$ cat config.mk
export PLATFORM = sky130hd
export DESIGN_NAME = zrun_phase_resync
export DESIGN_NICKNAME = d
export VERILOG_FILES = /design/src/rtl/zrun_pkg.sv /design/src/rtl/zrun_run_detect.sv /design/src/rtl/zrun_edge_pick.sv /design/src/rtl/zrun_softrst_seq.sv /design/src/rtl/zrun_phase_resync.sv
export SDC_FILE = /design/constraint.sdc
export NUM_CORES = 1
export LEC_CHECK = 0
export ABC_AREA = 1
export CAP_MARGIN = 40
export CORE_MARGIN = 10
export CORE_UTILIZATION = 54
export CTS_CLUSTER_DIAMETER = 120
export CTS_CLUSTER_SIZE = 28
export DETAILED_ROUTE_END_ITERATION = 10
export PLACE_DENSITY = 0.95
export SLEW_MARGIN = 20
export SYNTH_ARGS = -nofsm -noshare
export SYNTH_HDL_FRONTEND = slang
export SYNTH_SLANG_ARGS = --single-unit
$ cat constraint.sdc
create_clock -name clk -period 4 [get_ports clk]
set_input_delay 0.8 -clock clk [delete_from_list [all_inputs] [get_ports clk]]
set_output_delay 0.8 -clock clk [all_outputs]
set_load 0.05 [all_outputs]
$ cat src/rtl/zrun_pkg.sv
package zrun_pkg;
  typedef enum logic [1:0] {
    MODE_STD = 2'd0,
    MODE_I2S = 2'd1,
    MODE_WCK = 2'd2,
    MODE_RSV = 2'd3
  } edge_mode_e;
endpackage

$ cat src/rtl/zrun_run_detect.sv
module zrun_run_detect #(
  parameter int DATA_W  = 24,
  parameter int RUN_LEN = 8192
) (
  input  logic              clk,
  input  logic              rst,
  input  logic              smp_valid,
  input  logic [DATA_W-1:0] smp,
  output logic              run_full
);
  localparam int CW = $clog2(RUN_LEN + 1);
  logic [CW-1:0] run_cnt;

  assign run_full = (run_cnt == CW'(RUN_LEN));

  // restart on any nonzero word, saturate at the terminal count
  always_ff @(posedge clk) begin
    if (rst) begin
      run_cnt <= '0;
    end else if (smp_valid) begin
      if (smp != '0)     run_cnt <= '0;
      else if (!run_full) run_cnt <= run_cnt + CW'(1);
    end
  end

  assert_full_on_zero_R1: assert property (@(posedge clk) disable iff (rst)
    $rose(run_full) |-> ($past(smp_valid) && ($past(smp) == '0)));
endmodule

$ cat src/rtl/zrun_edge_pick.sv
module zrun_edge_pick
  import zrun_pkg::*;
#(
  parameter int SYNC_STAGES = 2
) (
  input  logic       clk,
  input  logic       rst,
  input  logic       frame_clk,
  input  logic       word_clk,
  input  edge_mode_e mode,
  output logic       edge_hit
);
  localparam int NSRC = 2;
  logic [NSRC-1:0] src;
  logic [NSRC-1:0] rise, fall;

  assign src = {word_clk, frame_clk};

  for (genvar g = 0; g < NSRC; g++) begin : g_src
    // stages 0..SYNC_STAGES-1 synchronize, the last stage holds history
    logic [SYNC_STAGES:0] sh;
    always_ff @(posedge clk) begin
      if (rst) sh <= '0;
      else     sh <= {sh[SYNC_STAGES-1:0], src[g]};
    end
    assign rise[g] =  sh[SYNC_STAGES-1] & ~sh[SYNC_STAGES];
    assign fall[g] = ~sh[SYNC_STAGES-1] &  sh[SYNC_STAGES];
  end

  always_comb begin
    unique case (mode)
      MODE_I2S: edge_hit = fall[0];
      MODE_WCK: edge_hit = rise[1];
      default:  edge_hit = rise[0];
    endcase
  end
endmodule

$ cat src/rtl/zrun_softrst_seq.sv
module zrun_softrst_seq #(
  parameter int ASSERT_DLY  = 3,
  parameter int RELEASE_DLY = 2,
  parameter int TAIL_LEN    = 2
) (
  input  logic clk,
  input  logic rst,
  input  logic smp_valid,
  input  logic soft_run,
  output logic dig_rst,
  output logic hold_req
);
  localparam int MAXD = (ASSERT_DLY > RELEASE_DLY) ? ASSERT_DLY : RELEASE_DLY;
  localparam int DW   = $clog2(MAXD + 1);
  localparam int TW   = $clog2(TAIL_LEN + 1);

  logic          run_q;
  logic          pend, pend_tgt;
  logic [DW-1:0] pend_cnt;
  logic          hold_q;
  logic [TW-1:0] tail_cnt;

  assign hold_req = hold_q | ~soft_run;

  always_ff @(posedge clk) begin
    if (rst) begin
      run_q    <= 1'b1;
      pend     <= 1'b0;
      pend_tgt <= 1'b0;
      pend_cnt <= '0;
      dig_rst  <= 1'b0;
    end else begin
      run_q <= soft_run;
      if (soft_run != run_q) begin
        pend     <= 1'b1;
        pend_tgt <= ~soft_run;
        pend_cnt <= soft_run ? DW'(RELEASE_DLY) : DW'(ASSERT_DLY);
      end else if (pend && smp_valid) begin
        if (pend_cnt == DW'(1)) begin
          dig_rst <= pend_tgt;
          pend    <= 1'b0;
        end
        pend_cnt <= pend_cnt - DW'(1);
      end
    end
  end

  // flag hold: set while the bit is low, released TAIL_LEN strobes after dig_rst falls
  always_ff @(posedge clk) begin
    if (rst) begin
      hold_q   <= 1'b0;
      tail_cnt <= '0;
    end else if (!soft_run) begin
      hold_q   <= 1'b1;
      tail_cnt <= '0;
    end else if (hold_q && !dig_rst && smp_valid) begin
      if (tail_cnt == TW'(TAIL_LEN - 1)) hold_q <= 1'b0;
      tail_cnt <= tail_cnt + TW'(1);
    end
  end

  assert_dig_rst_on_strobe_R7: assert property (@(posedge clk) disable iff (rst)
    !$stable(dig_rst) |-> $past(smp_valid));
endmodule

$ cat src/rtl/zrun_phase_resync.sv
module zrun_phase_resync
  import zrun_pkg::*;
#(
  parameter int DATA_W   = 24,
  parameter int ZERO_RUN = 8192,
  parameter int PHASE_W  = 8,
  parameter int FORCE_N  = 3
) (
  input  logic              clk,
  input  logic              rst,
  input  logic              smp_valid,
  input  logic [DATA_W-1:0] smp_l,
  input  logic [DATA_W-1:0] smp_r,
  input  logic              frame_clk,
  input  logic              word_clk,
  input  logic [1:0]        edge_mode,
  input  logic              sync_en,
  input  logic              soft_run,
  output logic              zero_flag_l,
  output logic              zero_flag_r,
  output logic              phase_rst,
  output logic [PHASE_W-1:0] phase_cnt,
  output logic              out_valid,
  output logic [DATA_W-1:0] out_l,
  output logic [DATA_W-1:0] out_r,
  output logic              dig_rst
);
  localparam int NCH = 2;
  localparam int FW  = $clog2(FORCE_N + 1);

  logic [DATA_W-1:0] ch_smp [NCH];
  logic [NCH-1:0]    run_full;
  logic [NCH-1:0]    flag_q;
  logic              hold_req, edge_hit, realign_en, reload;
  logic [FW-1:0]     force_cnt;
  logic              zero_out;

  assign ch_smp[0] = smp_l;
  assign ch_smp[1] = smp_r;

  for (genvar c = 0; c < NCH; c++) begin : g_ch
    zrun_run_detect #(.DATA_W(DATA_W), .RUN_LEN(ZERO_RUN)) u_run (
      .clk(clk), .rst(rst), .smp_valid(smp_valid),
      .smp(ch_smp[c]), .run_full(run_full[c])
    );
    always_ff @(posedge clk) begin
      if (rst) flag_q[c] <= 1'b0;
      else     flag_q[c] <= run_full[c] | hold_req;
    end
  end

  assign zero_flag_l = flag_q[0];
  assign zero_flag_r = flag_q[1];

  zrun_edge_pick #(.SYNC_STAGES(2)) u_edge (
    .clk(clk), .rst(rst), .frame_clk(frame_clk), .word_clk(word_clk),
    .mode(edge_mode_e'(edge_mode)), .edge_hit(edge_hit)
  );

  zrun_softrst_seq #(.ASSERT_DLY(3), .RELEASE_DLY(2), .TAIL_LEN(2)) u_soft (
    .clk(clk), .rst(rst), .smp_valid(smp_valid), .soft_run(soft_run),
    .dig_rst(dig_rst), .hold_req(hold_req)
  );

  assign realign_en = sync_en & (&flag_q);
  assign reload     = realign_en & edge_hit & (phase_cnt != '0);

  // phase counter: loading 1 puts value 0 on the next aligned edge
  always_ff @(posedge clk) begin
    if (rst) begin
      phase_cnt <= '0;
      phase_rst <= 1'b0;
    end else begin
      phase_rst <= reload;
      phase_cnt <= reload ? PHASE_W'(1) : phase_cnt + PHASE_W'(1);
    end
  end

  assign zero_out = dig_rst | (force_cnt != '0);

  always_ff @(posedge clk) begin
    if (rst) begin
      force_cnt <= '0;
      out_valid <= 1'b0;
      out_l     <= '0;
      out_r     <= '0;
    end else begin
      out_valid <= smp_valid;
      if (smp_valid) begin
        out_l <= zero_out ? '0 : smp_l;
        out_r <= zero_out ? '0 : smp_r;
      end
      if (reload)                            force_cnt <= FW'(FORCE_N);
      else if (smp_valid && force_cnt != '0) force_cnt <= force_cnt - FW'(1);
    end
  end

  assert_reload_needs_enable_R3: assert property (@(posedge clk) disable iff (rst)
    phase_rst |-> $past(realign_en));
  assert_reload_only_off_phase_R4: assert property (@(posedge clk) disable iff (rst)
    phase_rst |-> ($past(phase_cnt) != '0));
  assert_soft_low_flags_R6: assert property (@(posedge clk) disable iff (rst)
    !soft_run |=> (zero_flag_l && zero_flag_r));
  assert_disabled_no_reload_R9: assert property (@(posedge clk) disable iff (rst)
    !sync_en |=> !phase_rst);
endmodule

## Word-level counts from Yosys, hierarchy flattened

Cells that the tools add are included.

| storage, ports and cells | value |
|---|---|
| register bits after elaboration | 105 |
| input port bits | 57 |

| operators by class | value |
|---|---|
| reduce and logical (&&, ||, !) cells | 20 |
| multiplexer cells | 19 |
| add/sub/neg operators | 6 |
| equality and inequality tests | 11 |
| bitwise operators | 15 |

Operators by type and width:

| kind | number |
|---|---|
| 14-bit two-way mux | 4 |
| 24-bit two-way mux | 2 |
| 24-bit nonzero test | 2 |
| 14-bit by 1-bit adder with 14-bit output, second input constant | 2 |
| 14-bit equality test, second input constant | 2 |
| 2-bit AND reduction | 5 |
| 8-bit by 1-bit adder with 8-bit output, second input constant | 1 |
| 1-bit two-way mux | 8 |
| 2-bit two-way mux | 4 |
| 2-bit nonzero test | 4 |
| 8-bit nonzero test | 1 |
| 1-bit bitwise AND | 6 |
| 2-bit by 1-bit equality test with 1-bit output, second input constant | 3 |
| 1-bit NOT | 5 |
| 1-bit logical AND | 4 |
| 2-bit by 1-bit != test with 1-bit output, second input constant | 2 |
| 2-bit != test, second input constant | 2 |
| 1-bit bitwise OR | 4 |
| 2-bit OR reduction | 2 |
| 2-bit by 1-bit subtractor with 2-bit output, second input constant | 2 |
| 3-bit AND reduction | 1 |
| 2-bit by 1-bit adder with 2-bit output, second input constant | 1 |
| 2-bit equality test, second input constant | 1 |
| 1-bit case mux with 2 select lines | 1 |
| other kinds (2) | 2 |

## Longest topological paths before layout

| depth | value |
|---|---|
| word-level depth | 6 |
| depth in mapped cells | 11 |

## Cells and area by module

A second synthesis with hierarchy kept.

| second synthesis, totals | value |
|---|---|
| cells, all modules | 768 |
| area total of the unflattened synthesis | 5395.2 sq um |

By module, submodules not included:

| module | cells an instance | sequential area each (sq um) | times used | area an instance (sq um) |
|---|---|---|---|---|
| zrun_phase_resync | 303 | 1241.2 | 1 | 2581.2 |
| zrun_run_detect | 189 | 280.3 | 2 | 1088.5 |
| zrun_softrst_seq | 56 | 180.2 | 1 | 397.9 |
| zrun_edge_pick | 31 | 120.1 | 1 | 239.0 |

## Worst setup path after synthesis

No wires, ideal clock.

| path | value |
|---|---|
| kind | input to register |
| start point | input smp_r[7] |
| end point | register g_ch[1].u_run.run_cnt[5] |
| arrival time | 1.738 ns |
| library setup time | 0.068 ns |
| cell stages on the path | 10 |
| buffers on the path | 1 |
| setup slack | 2.194 ns |
| cells stage by stage | nor2_1 -> nand2_1 -> nor2_1 -> inv_2 -> nor2_8 -> nand2_4 -> nand2_4 -> buf_8 -> nand2_2 -> a21oi_2 |

| on the way | value |
|---|---|
| word-level cells in the longest chain between the ends | 3 |
| elaborated cells between the ends (all ways) | 4 |

Ends and longest elaborated chain:

| item | line | RTL |
|---|---|---|
| start, declared | zrun_phase_resync.sv:13 | `input logic [DATA_W-1:0] smp_r,` |
| 24-bit nonzero test * | zrun_run_detect.sv:21 | `if (smp != '0) run_cnt <= '0;` |
| 2-bit != test (no line) | n/a |  |
| 2-bit AND reduction (no line) | n/a |  |
| end signal, assigned | zrun_run_detect.sv:22 | `else if (!run_full) run_cnt <= run_cnt + CW'(1);` |
| end, declared | zrun_run_detect.sv:12 | `logic [CW-1:0] run_cnt;` |

Every way passes the cells marked *; elsewhere a longest branch is shown, timed or not.
A chain may end at the register's enable or synchronous reset.

## Worst setup path after layout

| path | value |
|---|---|
| start point | register u_soft.dig_rst |
| end point | output dig_rst |

RTL lines:

| item | line | RTL |
|---|---|---|
| start, declared | zrun_softrst_seq.sv:10 | `output logic dig_rst,` |
| start signal, assigned | zrun_softrst_seq.sv:40 | `dig_rst <= pend_tgt;` |
| end, declared | zrun_phase_resync.sv:26 | `output logic dig_rst` |

No word-level cell between the ends.

==> results.json <==
{
  "synth_edf_count": 0,
  "slew_viol_final": 0,
  "gr-total-overflow": 0,
  "num_antenna_cells": 0,
  "rrSetupSlack_ns": 2.38,
  "met1_length_um": 5690,
  "cpPeakStageDelay_ns": 0.86,
  "ys_seq_elements": 105,
  "worstSkewPairLatency_ns": 0.37,
  "clk_path_buf_depth": 2,
  "dr_wl_met3_um": 876,
  "io_buffers": 117,
  "setup_viol": 0,
  "post_drt_wl_per_cell_um": 15.4,
  "cts.clk_slew.worst_paths_ns": 0.10,
  "fin_crit_sh_pct": 62.7,
  "wl_um": 14200,
  "synth_compound_area_share_pct": 9.93,
  "r2r_start": "g_ch[1].u_run.run_cnt[0]$_SDFFE_PP0P_",
  "dp.cells": 908,
  "start_util_pct": 55.9,
  "seq_area_frac_synth_pct": 42.7,
  "final_hold_viol_count": 0,
  "gp_congestion": 0.921,
  "die_area_um2": 13300,
  "grt_pass1_vias": 4783,
  "antenna_found_initial": 0,
  "netlist_area_um2": 4930,
  "synth.mux.area_fraction_pct": 0,
  "cp_max_fo": 3,
  "rsz0062_at_grt": "no",
  "clock_skew_ns": 0.00979,
  "critPathRequiredTime_ns": 3.20,
  "dr.pass1.iters": 7,
  "final_nets": 880,
  "yosysWarnings": 0,
  "synth-async-reset-ratio_pct": 0,
  "path_buf_inv": 1,
  "fin_setup_tns_ns": 0,
  "yosysMostFrequentCell": "nand2_1",
  "yosysTopAreaCell": "dfxtp_1",
  "hp-start": "u_edge.g_src[1].sh[0]$_SDFF_PP0_",
  "ctsResizeCount": 0,
  "syn-instance-count": 704,
  "cap_violations": 0,
  "grt_pass1_wl_um": 22800,
  "cts_tree": "done",
  "drtIter0Drc": 392,
  "fin_cells": 924,
  "hold_path_class": "flop to flop",
  "ant_nets": 0,
  "cp.arrival_ns": 1.71,
  "syn2layout_area_growth_pct": 28.7,
  "synth_common_cells": "nand2_1, dfxtp_1, nor2_1, a21oi_1, inv_1",
  "synth_top_family_by_area": "simple AND/OR/NAND/NOR gates",
  "grt_max_degree": 85,
  "synth_area_leaders": "dfxtp_1, nand2_1, nor2_1, a21oi_1, nand3_1",
  "fin_crit_ns": 2.51,
  "final.fill_count": 669,
  "endpoint_kind": "output pin",
  "rr_worst_depth": 10,
  "synth-adder-area-share_pct": 2.79,
  "multi_input_area_um2": 2490,
  "path_cells": "clkdlybuf4s50_1",
  "crit_family": "buffers and inverters",
  "yosys.area_share.simple_pct": 34.6,
  "die_w_um": 116,
  "synth_top_area_share_pct": 42.7,
  "fmax_ghz": 0.399,
  "timing.slew.headroom_pct": 62.0,
  "drt_drc_violations_left": 0,
  "irDropWorstVdd_mv": 0.271,
  "dr_wl_met2_um": 7240,
  "r2r-end": "g_ch[1].u_run.run_cnt[9]$_SDFFE_PP0P_",
  "rows": 34,
  "power_density_nw_per_um2": 369,
  "coreArea_um2": 8810,
  "cts_setup_buffers": 0,
  "num_vias": 5020,
  "outcome": "finished clean",
  "path_class": "flop to output pin",
  "numClockSinks": 105,
  "synth_top_flop_cell": "dfxtp_1",
  "vias_per_cell": 5.43,
  "crit_slowest_cell": "clkdlybuf4s50_1",
  "cts_hold_buf": 0,
  "seq_area_um2": 2100,
  "cts_made_buffers": 9,
  "hold_depth": 2,
  "tightest_slew_ns": 0.568,
  "grt_util_all_layers_pct": 20.9,
  "io_pins": 118,
  "worstSetupStartpointType": "flop",
  "p_leak_nw": 2.47,
  "die_y_um": 116,
  "dp_hpwl_um": 10700,
  "cts_max_level": 3,
  "synth-xor-area-share_pct": 3.02,
  "hold_end": "u_edge.g_src[1].sh[1]$_SDFF_PP0_",
  "dr.max_layer_used": "met4",
  "synth_nets": 772,
  "avgSynthCellArea_um2": 7.00,
  "drive_gt1_share_pct": 6.74,
  "yosysUniqueCellTypes": 32,
  "root_buffer": "clkbuf_8"
}
-- registers in the layout (all words and copies together), names as in the netlist, 2 cells and up --
| signal | count |
|---|---|
| force_cnt | 2 |
| g_ch.u_run.run_cnt | 28 |
| out_l | 24 |
| out_r | 24 |
| phase_cnt | 8 |
| u_edge.g_src.sh | 6 |
| u_soft.pend_cnt | 2 |
| u_soft.tail_cnt | 2 |
-- area by class of cell --
type / count / area share [%]
Clock inverter: 5 / 0.632
Inverter: 57 / 3.37
Sequential cell: 105 / 33.2
Timing Repair Buffer: 122 / 19.3
Tap cell: 108 / 2.13
Clock buffer: 10 / 2.17
Multi-Input combinational cell: 517 / 39.2
-- how the worst max path moves through the flow --
| stage | cells after the start | end | startpoint |
|---|---|---|---|
| final | 1 | dig_rst | u_soft.dig_rst$_SDFFE_PP0P_ |
| after global routing | 1 | phase_cnt[2] | phase_cnt[2]$_SDFF_PP0_ |
| after CTS | 1 | dig_rst | u_soft.dig_rst$_SDFFE_PP0P_ |
| after detailed placement | 8 | phase_cnt[7]$_SDFF_PP0_ | edge_mode[0] |
| after global placement | 12 | g_ch[0].u_run.run_cnt[9]$_SDFFE_PP0P_ | smp_l[23] |
| after floorplan | 10 | g_ch[1].u_run.run_cnt[5]$_SDFFE_PP0P_ | smp_r[7] |
-- cells by family (layout without fill, tap and decap cells) --
kind of cell    after synthesis  in the layout
simple gates                400            400
fa+ha+maj                    11             11
flops                       105            105
buf+inv                      82            194
compound gates               89             89
xor+xnor                     17             17
-- cell usage in the layout (no fill, tap or decap), drive strengths merged, types with 6 or more instances in the layout --
cell type,netlist,final
a21oi,78,78
xnor2,6,6
xor2,11,11
nand3,41,41
buf,11,6
clkdlybuf4s50,0,116
nand4,21,21
inv,57,59
nor2,107,107
nand2,223,223
clkbuf,14,10
dfxtp,105,105
ha,11,11
-- through the flow --
step                setup WS, ns  hold slack [ns]  area, um2  utilization, %  power, mW
finish                      1.49            0.415       6340            72.0       2.34
detailed placement          1.49            0.403       6130            69.7       1.75
CTS                         1.48            0.420       6310            71.7       2.35
global route                1.42            0.442       6340            72.0       2.44
floorplan                   2.19            0.388       4930               -       1.53
global placement            1.54            0.398       6130            69.7       1.72
-- where the power goes --
group / switching [mW] / internal [mW] / leakage [nW]
sequential: 0.0379 / 1.11 / 0.859
clock: 0.366 / 0.246 / 0.0867
combinational: 0.376 / 0.201 / 1.52
total: 0.780 / 1.56 / 2.47
-- layer usage --
metal  up-vias  GRT usage (%)
met5         -              0
met4         0           7.26
met3        37           4.55
met1      2351           23.2
li1       2455              -
met2       177           38.5
Power figures use the tool's default switching activity.
